--- src/rtl/rsp_pkg.sv ---
package rsp_pkg;
  localparam logic [7:0] SYNC_BYTE = 8'hFF;
  localparam logic [7:0] ADDR_BYTE = 8'h21;
  localparam int         CK_BITS   = 7;

  // Answer byte k: FF, FE, then descending from 7F.
  function automatic logic [7:0] answer_byte(input logic [7:0] k);
    logic [7:0] r;
    case (k)
      8'd0:    r = 8'hFF;
      8'd1:    r = 8'hFE;
      default: r = 8'h81 - k;
    endcase
    return r;
  endfunction
endpackage

--- src/rtl/rsp_window.sv ---
module rsp_window #(
  parameter int LEN = 11
) (
  input  logic       clk,
  input  logic       rst,
  input  logic       rx_valid,
  input  logic [7:0] rx_data,
  output logic       frame_hit
);
  import rsp_pkg::*;

  logic [7:0] win_q [LEN];
  logic       fresh_q;
  logic [CK_BITS-1:0] ck_sum;
  logic       match;

  // Slot 0 is the oldest byte, slot LEN-1 the newest.
  for (genvar g = 0; g < LEN; g++) begin : g_slot
    always_ff @(posedge clk) begin
      if (rst) begin
        win_q[g] <= '0;
      end else if (rx_valid) begin
        if (g == LEN - 1) win_q[g] <= rx_data;
        else              win_q[g] <= win_q[g+1];
      end
    end
  end

  always_comb begin
    ck_sum = '0;
    for (int i = 0; i < LEN; i++) ck_sum = ck_sum + win_q[i][CK_BITS-1:0];
  end

  assign match = (win_q[0] == SYNC_BYTE) && (win_q[1] == SYNC_BYTE) &&
                 (win_q[2] == ADDR_BYTE) && (ck_sum == '0);

  always_ff @(posedge clk) begin
    if (rst) begin
      fresh_q   <= 1'b0;
      frame_hit <= 1'b0;
    end else begin
      fresh_q   <= rx_valid;
      frame_hit <= fresh_q && match;
    end
  end
endmodule

--- src/rtl/rsp_gap_timer.sv ---
module rsp_gap_timer #(
  parameter int DELAY_CYC = 8,
  localparam int CNT_W    = $clog2(DELAY_CYC + 1)
) (
  input  logic clk,
  input  logic rst,
  input  logic start,
  output logic fire
);
  logic [CNT_W-1:0] cnt_q;

  always_ff @(posedge clk) begin
    if (rst) begin
      cnt_q <= '0;
      fire  <= 1'b0;
    end else begin
      fire <= !start && (cnt_q == CNT_W'(1));
      if (start)              cnt_q <= CNT_W'(DELAY_CYC);
      else if (cnt_q != '0)   cnt_q <= cnt_q - 1'b1;
    end
  end
endmodule

--- src/rtl/rsp_sequencer.sv ---
module rsp_sequencer #(
  parameter int LEN = 11,
  localparam int IDX_W = $clog2(LEN + 1)
) (
  input  logic             clk,
  input  logic             rst,
  input  logic             hit,
  input  logic             fire,
  input  logic             tx_ready,
  output logic             tx_valid,
  output logic [7:0]       tx_data,
  output logic [IDX_W-1:0] idx
);
  import rsp_pkg::*;

  always_ff @(posedge clk) begin
    if (rst) begin
      idx      <= IDX_W'(LEN);
      tx_valid <= 1'b0;
      tx_data  <= '0;
    end else if (hit) begin
      idx      <= '0;
      tx_valid <= 1'b0;
    end else if (fire && (idx < IDX_W'(LEN)) && tx_ready) begin
      tx_valid <= 1'b1;
      tx_data  <= answer_byte(8'(idx));
      idx      <= idx + 1'b1;
    end else begin
      tx_valid <= 1'b0;
    end
  end
endmodule

--- src/rtl/serial_cmd_responder.sv ---
module serial_cmd_responder #(
  parameter int CLK_HZ    = 50_000_000,
  parameter int GAP_MS    = 100,
  parameter int FRAME_LEN = 11
) (
  input  logic       clk,
  input  logic       rst,
  input  logic       rx_valid,
  input  logic [7:0] rx_data,
  input  logic       tx_ready,
  input  logic       tx_done,
  output logic       tx_valid,
  output logic [7:0] tx_data,
  output logic       carrier_det,
  output logic       set_ready,
  output logic       ring_ind,
  output logic       clr_send,
  output logic       line_idle
);
  localparam int DELAY_CYC = CLK_HZ / 1000 * GAP_MS;
  localparam int IDX_W     = $clog2(FRAME_LEN + 1);

  logic             frame_hit;
  logic             timer_fire;
  logic [IDX_W-1:0] reply_idx;

  rsp_window #(.LEN(FRAME_LEN)) u_window (
    .clk(clk), .rst(rst), .rx_valid(rx_valid), .rx_data(rx_data),
    .frame_hit(frame_hit)
  );

  rsp_gap_timer #(.DELAY_CYC(DELAY_CYC)) u_timer (
    .clk(clk), .rst(rst), .start(frame_hit || tx_done), .fire(timer_fire)
  );

  rsp_sequencer #(.LEN(FRAME_LEN)) u_seq (
    .clk(clk), .rst(rst), .hit(frame_hit), .fire(timer_fire),
    .tx_ready(tx_ready), .tx_valid(tx_valid), .tx_data(tx_data),
    .idx(reply_idx)
  );

  assign carrier_det = 1'b0;
  assign set_ready   = 1'b0;
  assign ring_ind    = 1'b0;
  assign clr_send    = 1'b0;
  assign line_idle   = 1'b1;
endmodule

--- config.mk ---
export PLATFORM = sky130hd
export DESIGN_NAME = serial_cmd_responder
export DESIGN_NICKNAME = d
export VERILOG_FILES = /design/src/rtl/rsp_pkg.sv /design/src/rtl/rsp_window.sv /design/src/rtl/rsp_gap_timer.sv /design/src/rtl/rsp_sequencer.sv /design/src/rtl/serial_cmd_responder.sv
export SDC_FILE = /design/constraint.sdc
export NUM_CORES = 1
export LEC_CHECK = 0
export ABC_AREA = 1
export BUFFER_PORTS_ARGS = -buffer_cell sky130_fd_sc_hd__buf_2
export CAP_MARGIN = 20
export CELL_PAD_IN_SITES_DETAIL_PLACEMENT = 1
export CELL_PAD_IN_SITES_GLOBAL_PLACEMENT = 2
export CORE_UTILIZATION = 37
export DETAILED_ROUTE_END_ITERATION = 10
export PLACE_DENSITY_LB_ADDON = 0.1
export SLEW_MARGIN = 25
export SYNTH_ARGS = -nofsm -noshare
export SYNTH_HDL_FRONTEND = slang
export SYNTH_HIERARCHICAL = 1
export SYNTH_SLANG_ARGS = --single-unit
--- constraint.sdc ---
create_clock -name clk -period 4.77 [get_ports clk]
set_input_delay 0.2385 -clock clk [delete_from_list [all_inputs] [get_ports clk]]
set_output_delay 0.2385 -clock clk [all_outputs]
set_load 0.03 [all_outputs]
==> Yosys cells after proc, flatten, opt, wreduce, memory -nomap -nowiden <==
Memories as Yosys holds them, arrays and structs flattened.
Index checks and enable logic that the tools add are counted.
{ "totals": {"register_bits": 39, "mem_bits_rw": 88, "input_bits": 13, "out_inout_bits": 14, "wordCells": 80, "memories": 1} }
{ "op_classes": {"n_addsub": 13, "magnitude_cmp": 1, "n_eq_ne": 5, "n_mux": 22, "bitwise_logic": 12, "reduce_logical": 17} }
{ "mem_list": {"columns": ["memory", "words", "width", "read_ports", "rd_clocked_by_memory_dff", "write_ports", "line", "source"], "rows": [
  ["u_window.win_q", 11, 8, 11, 0, 11, "rsp_window.sv:12", "logic [7:0] win_q [LEN];"]
]} }
{ "ops": {"columns": ["operator", "count"], "rows": [
  ["two-way mux 8 bit", 11],
  ["adder 7 bit", 10],
  ["two-way mux 23 bit", 2],
  ["equality test 23 x 1 -> 1 bit (second input constant)", 1],
  ["nonzero test 23 bit", 1],
  ["subtractor 23 x 1 -> 23 bit (second input constant)", 1],
  ["equality test 8 bit (second input constant)", 2],
  ["case mux 8 bit (2 select lines)", 1],
  ["bitwise OR 1 bit", 11],
  ["equality test 8 x 6 -> 1 bit (second input constant)", 1],
  ["two-way mux 4 bit", 2],
  ["subtractor 8 x 4 -> 8 bit (first input constant)", 1],
  ["logical AND 1 bit", 7],
  ["zero test 7 bit", 1],
  ["two-way mux 1 bit", 6],
  ["adder 4 x 1 -> 4 bit (second input constant)", 1],
  ["equality test 4 x 1 -> 1 bit (second input constant)", 1],
  ["zero test 4 bit", 1],
  ["< comparator 4 bit (second input constant)", 1],
  ["nonzero test 2 bit", 2],
  ["OR reduction 2 bit", 2],
  ["AND reduction 2 bit", 1],
  ["zero test 1 bit", 1],
  ["logical OR 1 bit", 1],
  ["NOT 1 bit", 1]
]} }

==> Logic depth before layout (Yosys ltp) <==
Gate-level depths: netlist of run 1.
An unclocked memory read counts as a cell.
{ "depth": {"depth_word": 14, "depth_mapped": 19, "mapped_depth_nobuf": 19} }

==> Hierarchy <==
The synthesis of run 1 kept the hierarchy.
{ "modules_own_cells": {"columns": ["module", "instances", "cells_each", "area_per_inst_um2", "seq_area_each_um2"], "rows": [
  ["rsp_window", 1, 476, 5089.9, 2682.6],
  ["rsp_gap_timer", 1, 198, 1411.4, 480.5],
  ["rsp_sequencer", 1, 95, 670.6, 240.2],
  ["serial_cmd_responder", 1, 10, 56.3, 0.0]
]} }

==> Worst setup path after synthesis of run 1 <==
OpenSTA, ideal clock, no wires.
{ "synth_timing": {"path_kind": "reg2reg", "startpoint": "memory u_window.win_q[8][2] (netlist: u_window/win_q[2][2])", "endpoint": "register u_window.frame_hit", "setup_time_ps": 114, "arrival_ps": 4220, "t_required_ps": 4656, "path_slack_ps": 436, "stages_incl_launch_ff": 20, "n_path_buf": 0, "cell_sequence": "edfxtp_1 fa_1 inv_1 fa_1 fa_1 fa_1 inv_1 fa_1 ha_1 fa_1 nand3_1 nand2_1 nand2_1 nand2_1 inv_1 nand3_1 nand2_1 inv_1 nand2_1 a21oi_2"} }
{ "synth_rtl": {"columns": ["element", "line", "source"], "rows": [
  ["from (decl)", "rsp_window.sv:12", null],
  ["to (signal assigned)", "rsp_window.sv:43", "frame_hit <= fresh_q && match;"],
  ["to (decl)", "rsp_window.sv:8", "output logic frame_hit"]
]} }

==> results of run 1 <==
registers in the layout (all words and copies together), names as in the netlist:
signal,cells
u_window/win_q,88
u_seq/idx,4
u_seq/tx_data,7
u_timer/fire,1
u_timer/cnt_q,23
u_window/frame_hit,1
u_seq/tx_valid,1
u_window/fresh_q,1
final cells by class:
type | count | area (µm²) | share of cell area, %
sequential | 126 | 3400 | 41.8
tap | 260 | 325 | 4.00
timing repair buffer | 24 | 128 | 1.57
clock inverter | 13 | 118 | 1.45
multi-input combinational | 463 | 3080 | 37.9
inverter | 173 | 651 | 7.99
clock buffer | 19 | 433 | 5.32
through the flow:
step | power (mW) | setup slack [ns] | instances
floorplan | 2.29 | 0.436 | 782
global placement | 2.52 | 0.288 | 1045
detailed placement | 2.57 | 0.203 | 1045
CTS | 3.82 | 0.195 | 1077
global route | 4.05 | 0.00354 | 1078
finish | 3.74 | 0.264 | 1078
cell families (layout without fill, tap and decap cells):
logic type	Yosys count	after routing	share of synthesized area (%)
AO/OA/AOI/OAI	25	25	1.96
buffers and inverters	193	229	10.5
flip-flops	126	126	47.1
XOR/XNOR	18	18	2.18
other	2	5	0.104
adder cells (fa/ha/maj)	66	66	16.4
AND/OR/NAND/NOR	349	349	21.7
cell usage after synthesis, drive strengths merged:
| library cell | n | share of area, % |
|---|---|---|
| inv | 172 | 8.9 |
| nor2 | 159 | 9.5 |
| nand2 | 122 | 6.9 |
| edfxtp | 88 | 37 |
| nand3 | 49 | 3.6 |
| fa | 48 | 13 |
| dfxtp | 38 | 11 |
| a21oi | 20 | 1.5 |
| ha | 18 | 3.1 |
| buf | 12 | 1.1 |
| nand4 | 11 | 0.95 |
| xnor2 | 11 | 1.3 |
| clkbuf | 8 | 0.42 |
| xor2 | 7 | 0.85 |
| nor3 | 4 | 0.35 |
| o21ai | 3 | 0.26 |
| a21o | 2 | 0.21 |
| conb | 2 | 0.10 |
| nor4 | 2 | 0.17 |
| clkinv | 1 | 0.069 |
| nand3b | 1 | 0.10 |
| or2 | 1 | 0.087 |
metal layers:
layer / vias up / part of all wire, % / track usage, %
met5: - / 0 / 0
met3: 14 / 2.3 / 3.78
met1: 2418 / 45 / 19.6
li1: 2422 / - / -
met4: 0 / 1.5 / 6.06
met2: 53 / 51 / 29.7
path summary, 6_finish.rpt:
check,to,cells after the start
max,u_window/frame_hit,19
min,u_window/win_q[2][16],3
max reg2reg,u_window/frame_hit,19
min reg2reg,u_seq/tx_data[1],2
worst max-delay path, cell delays in order, from the launching register on:
cell and delay (ns):
edfxtp_1 0.42, fa_1 0.55, inv_1 0.06, fa_1 0.56
fa_1 0.44, fa_1 0.54, inv_1 0.06, fa_1 0.47
ha_1 0.25, fa_1 0.40, nand3_1 0.11, nand2_1 0.06
nand2_1 0.06, nand2_1 0.06, inv_1 0.05, nand3_1 0.06
nand2_1 0.08, inv_1 0.04, nand2_1 0.07, a21oi_2 0.05
timing repair:
item                       CTS  global route
buffers inserted             0             1
setup endpoints to repair    0             1
gates resized for setup      0             0
power groups by stage:
stage / clock network [mW] / logic (mW) / registers, mW
after floorplan: 0 / 0.991 / 1.30
after global placement: 0 / 1.21 / 1.31
after detailed placement: 0 / 1.26 / 1.31
after CTS: 1.26 / 1.26 / 1.29
after global routing: 1.31 / 1.44 / 1.30
final: 1.22 / 1.23 / 1.29
==> impl_metrics.json, run 1 <==
{
  "finClkSkew_ns": 0.00874,
  "clkSlewWorstSetupHoldPaths_ns": 0.06,
  "worst_ep_arrival_time_ns": 4.81,
  "gp_congestion": 0.772,
  "final_hold_viol_count": 0,
  "rsz0062_at_grt": "false",
  "r2r_start": "u_window/win_q[2][2]",
  "htree_levels": 4,
  "viasPerCell": 4.55,
  "drc": 0,
  "drt_pass1_iterations": 4,
  "comb_power_share_pct": 32.8,
  "design.die.area_mm2": 0.0201,
  "layout_worst_path_cycle_share_pct": 94.5,
  "final_util_pct": 42.9,
  "syn-cell-area_mm2": 0.00723,
  "crit_type": "reg2reg",
  "timing.fmax_mhz": 222,
  "cts-hold-fix-buffers": 0,
  "nFillCells": 2229,
  "routed-via-count": 4907,
  "grt.overflow.total": 0,
  "swShare_pct": 34.3,
  "rrSetupSlack_ns": 0.26,
  "numCtsBuffers": 17,
  "p_per_area_mw_per_mm2": 459,
  "slew_viol_final": 0,
  "cp-end-kind": "flip-flop",
  "port-buffer-count": 21,
  "layout_commonest_cell": "inv_1",
  "p_seq_share_pct": 34.5,
  "setup_tns_ns": 0,
  "clock-sinks": 126,
  "setup_viol": 0,
  "cap_viol_max_count": 0,
  "clk_root_buffer_cell": "clkbuf_16",
  "start_util_pct": 38.1,
  "diodes": 0,
  "grt_start_max_net_pins": 62,
  "slew_headroom_pct": 44.6,
  "ys_types": 35,
  "postRouteAntennaNets": 0,
  "coreArea_mm2": 0.0190,
  "routedWlPerCell_um": 13.7,
  "dr.first_iter.drc_count": 179,
  "placed_area_mm2": 0.00758,
  "worstMarginPinSlew_ns": 0.831,
  "switching_power_mw": 1.28,
  "worst_hold_path_type": "in2reg",
  "routed_wl_um": 14800,
  "p_int_mw": 2.45,
  "seq_area_frac_synth_pct": 47.1,
  "fin_crit_ns": 4.51,
  "crit_required_ns": 5.08,
  "layout_common_cells": "164 x inv_1, 137 x nor2_1, 106 x nand2_1, 88 x edfxtp_1, 48 x fa_1",
  "antenna_found_initial": 0,
  "avgSynthCellArea_um2": 9.28,
  "min_from": "rx_data[0]",
  "syn_inst": 779,
  "synth_warnings": 6,
  "p_leak_nw": 3.60,
  "timing.hold.ws_ns": 0.110,
  "ys_ff_latch": 126,
  "die_h_um": 142,
  "die_w_um": 142,
  "ios": 27,
  "dp_hpwl_um": 10900,
  "first_global_vias": 5340,
  "cts_buffer_depth": 2,
  "p_clk_share_pct": 32.7,
  "start_kind": "flip-flop",
  "crit_path_start": "u_window/win_q[2][2]",
  "outcome": "finished, final reports clean",
  "drive_gt1_share_pct": 13.1,
  "track_usage_pct": 16.7,
  "area_delta_synth_final_pct": 12.6,
  "core.rowCount": 50,
  "cts_tree": "yes",
  "insertion_delay_ns": 0.42,
  "ir_worst_vdd_mv": 0.275,
  "fin_nets": 884,
  "design_area_mm2": 0.00814,
  "grt_pass1_wl_um": 25700,
  "cp_max_fo": 2
}
Power figures use the tool's default switching activity.
==> inputs of run 2 (changes only) <==
--- a/config.mk
+++ b/config.mk
@@ -10,7 +10,7 @@
 export CAP_MARGIN = 20
 export CELL_PAD_IN_SITES_DETAIL_PLACEMENT = 1
 export CELL_PAD_IN_SITES_GLOBAL_PLACEMENT = 2
-export CORE_UTILIZATION = 37
+export CORE_UTILIZATION = 35
 export DETAILED_ROUTE_END_ITERATION = 10
 export PLACE_DENSITY_LB_ADDON = 0.1
 export SLEW_MARGIN = 25
==> run 2 against run 1 <==
  * Power up 4.1%
  * Critical path depth unchanged
  * Maximum frequency up 0.53%
  * First-iteration DRC count down 12%
  * Sequential share of layout area down 0.35 points
  * Register-to-register slack better by 0.02 ns
  * Core utilization down 2.4 points
  * Flip-flop and latch count unchanged
  * Sequential power about the same
  * Design area up 0.85%
  * Routed wire length down 0.25%
  * Clock-buffer cell count down 2
==> impl_metrics.json, run 2 (synthesis results as in run 1) <==
{
  "cp-end-kind": "flip-flop",
  "cap_viol_max_count": 0,
  "dr.first_iter.drc_count": 157,
  "reg.largest.list": "u_window/win_q: 88 flops, u_timer/cnt_q: 23 flops, u_seq/tx_data: 7 flops",
  "outcome": "finished, final reports clean",
  "worstPathCellList": "fa_1, inv_1, fa_1, fa_1, fa_1, inv_1, fa_1, ha_1, fa_2, nand3_1, nand2_1, nand2_1, nand2_1, inv_1, nand3_1, nand2_1, inv_1, nand2_1, a21oi_2",
  "worstMarginPinSlew_ns": 0.840,
  "largest_reg_flops": 88,
  "placed_area_mm2": 0.00759,
  "design_area_mm2": 0.00821,
  "setup_tns_ns": 0,
  "dp_hpwl_um": 10900,
  "crit_type": "reg2reg",
  "cts_tree": "yes",
  "design.die.area_mm2": 0.0212,
  "start_kind": "flip-flop",
  "timing.fmax_mhz": 223,
  "clkSlewWorstSetupHoldPaths_ns": 0.06,
  "slew_viol_final": 0,
  "start_util_pct": 35.7,
  "p_per_area_mw_per_mm2": 474,
  "area_delta_synth_final_pct": 13.6,
  "diodes": 0,
  "ios": 27,
  "coreArea_mm2": 0.0202,
  "drive_gt1_share_pct": 13.2,
  "port-buffer-count": 21,
  "slew_headroom_pct": 43.9,
  "route.top_layer_used": "met4",
  "met1_length_um": 6840,
  "finClkSkew_ns": 0.00674,
  "rsz0062_at_grt": "false",
  "layout_commonest_cell": "inv_1",
  "cts_setup_buffers": 0,
  "crit_required_ns": 5.08,
  "cp_slowest_stage_delay_ns": 0.55,
  "grt_pass1_wl_um": 25500,
  "final_hold_viol_count": 0,
  "core.rowCount": 52,
  "cts_buffer_depth": 2,
  "die_h_um": 146,
  "die_w_um": 146,
  "routedWlPerCell_um": 13.6,
  "wl_met2_um": 7420,
  "gp_congestion": 0.736,
  "path_buf_inv": 4,
  "track_usage_pct": 15.4,
  "postRouteAntennaNets": 0,
  "fin_crit_ns": 4.48,
  "layout_worst_path_cycle_share_pct": 94.0,
  "routed-via-count": 4815,
  "drt_pass1_iterations": 4,
  "cp_max_fo": 2,
  "clock-sinks": 126,
  "htree_levels": 4,
  "layout_common_cells": "164 x inv_1, 137 x nor2_1, 106 x nand2_1, 88 x edfxtp_1",
  "crit_slowest_cell": "fa_1",
  "insertion_delay_ns": 0.42,
  "setup_viol": 0,
  "worst_hold_path_type": "in2reg",
  "drc": 0,
  "first_global_vias": 5238,
  "antenna_found_initial": 0,
  "fin_nets": 883,
  "path_delay_family": "adder cells",
  "routed_wl_um": 14800,
  "p_leak_nw": 3.63,
  "numCtsBuffers": 17,
  "viasPerCell": 4.43,
  "worst_ep_arrival_time_ns": 4.79,
  "grt_start_max_net_pins": 59,
  "dr_wl_met3_um": 355,
  "ir_worst_vdd_mv": 0.245,
  "regMostFlops": "u_window/win_q",
  "clk_root_buffer_cell": "clkbuf_16",
  "grt.overflow.total": 0
}
run 2: changes by cell type in the layout (fill, tap and decap cells not counted), moves of 2 or more:
| cell | change |
|---|---|
| inv_6 | +2 |
| clkinv_2 | -2 |
| clkbuf_1 | -2 |
| bufinv_16 | +2 |
| clkinvlp_4 | -3 |
run 2: path summary, 6_finish.rpt:
check,startpoint,slack (ns),end,depth (start not counted)
max,u_window/win_q[2][2],0.29,u_window/frame_hit,19
min,rx_data[7],0.12,u_window/win_q[2][23],3
max reg2reg,u_window/win_q[2][2],0.29,u_window/frame_hit,19
min reg2reg,u_seq/tx_data[2],0.47,u_seq/tx_data[2],2
run 2: layout make-up:
class / instances / area (µm²)
flip-flops and latches: 126 / 3400
well taps: 270 / 338
clock buffers: 17 / 425
fillers: 2361 / 12000
clock inverters: 15 / 186
inverters: 173 / 651
repair buffers: 23 / 120
multi-input cells: 463 / 3080
run 2: where the power goes:
part | internal, mW | switching [mW] | leakage, nW | total (mW)
registers | 1.24 | 0.0521 | 1.28 | 1.29
clock network | 0.832 | 0.526 | 0.296 | 1.36
logic | 0.506 | 0.737 | 2.05 | 1.24
total | 2.57 | 1.31 | 3.63 | 3.89
run 2: repair_timing:
item	4_1_cts	5_1_grt
endpoints found under the setup margin	0	1
hold buffers	0	0
endpoints found under the hold margin	0	0
resized for setup	0	1
run 2: per-stage QoR:
stage | hold slack (ns) | cells | total power, mW | util (%) | setup WS (ns)
floorplan | 0.332 | 782 | 2.29 | - | 0.436
global placement | 0.456 | 1055 | 2.53 | 37.5 | 0.285
detailed placement | 0.464 | 1055 | 2.58 | 37.5 | 0.195
CTS | 0.0988 | 1087 | 3.96 | 40.6 | 0.180
global route | 0.107 | 1087 | 4.17 | 40.6 | 0.00859
finish | 0.118 | 1087 | 3.89 | 40.6 | 0.288
run 2: metal layers:
metal,up-vias,track usage (%)
li1,2422,-
met1,2337,18.5
met2,44,27.2
met3,12,3.45
met4,0,5.05
met5,-,0
run 2: tightest hold or removal path: cells and delay by family:
family                 cells  cell delay (ns)
buffers and inverters      2             0.10
AND/OR/NAND/NOR            1             0.08
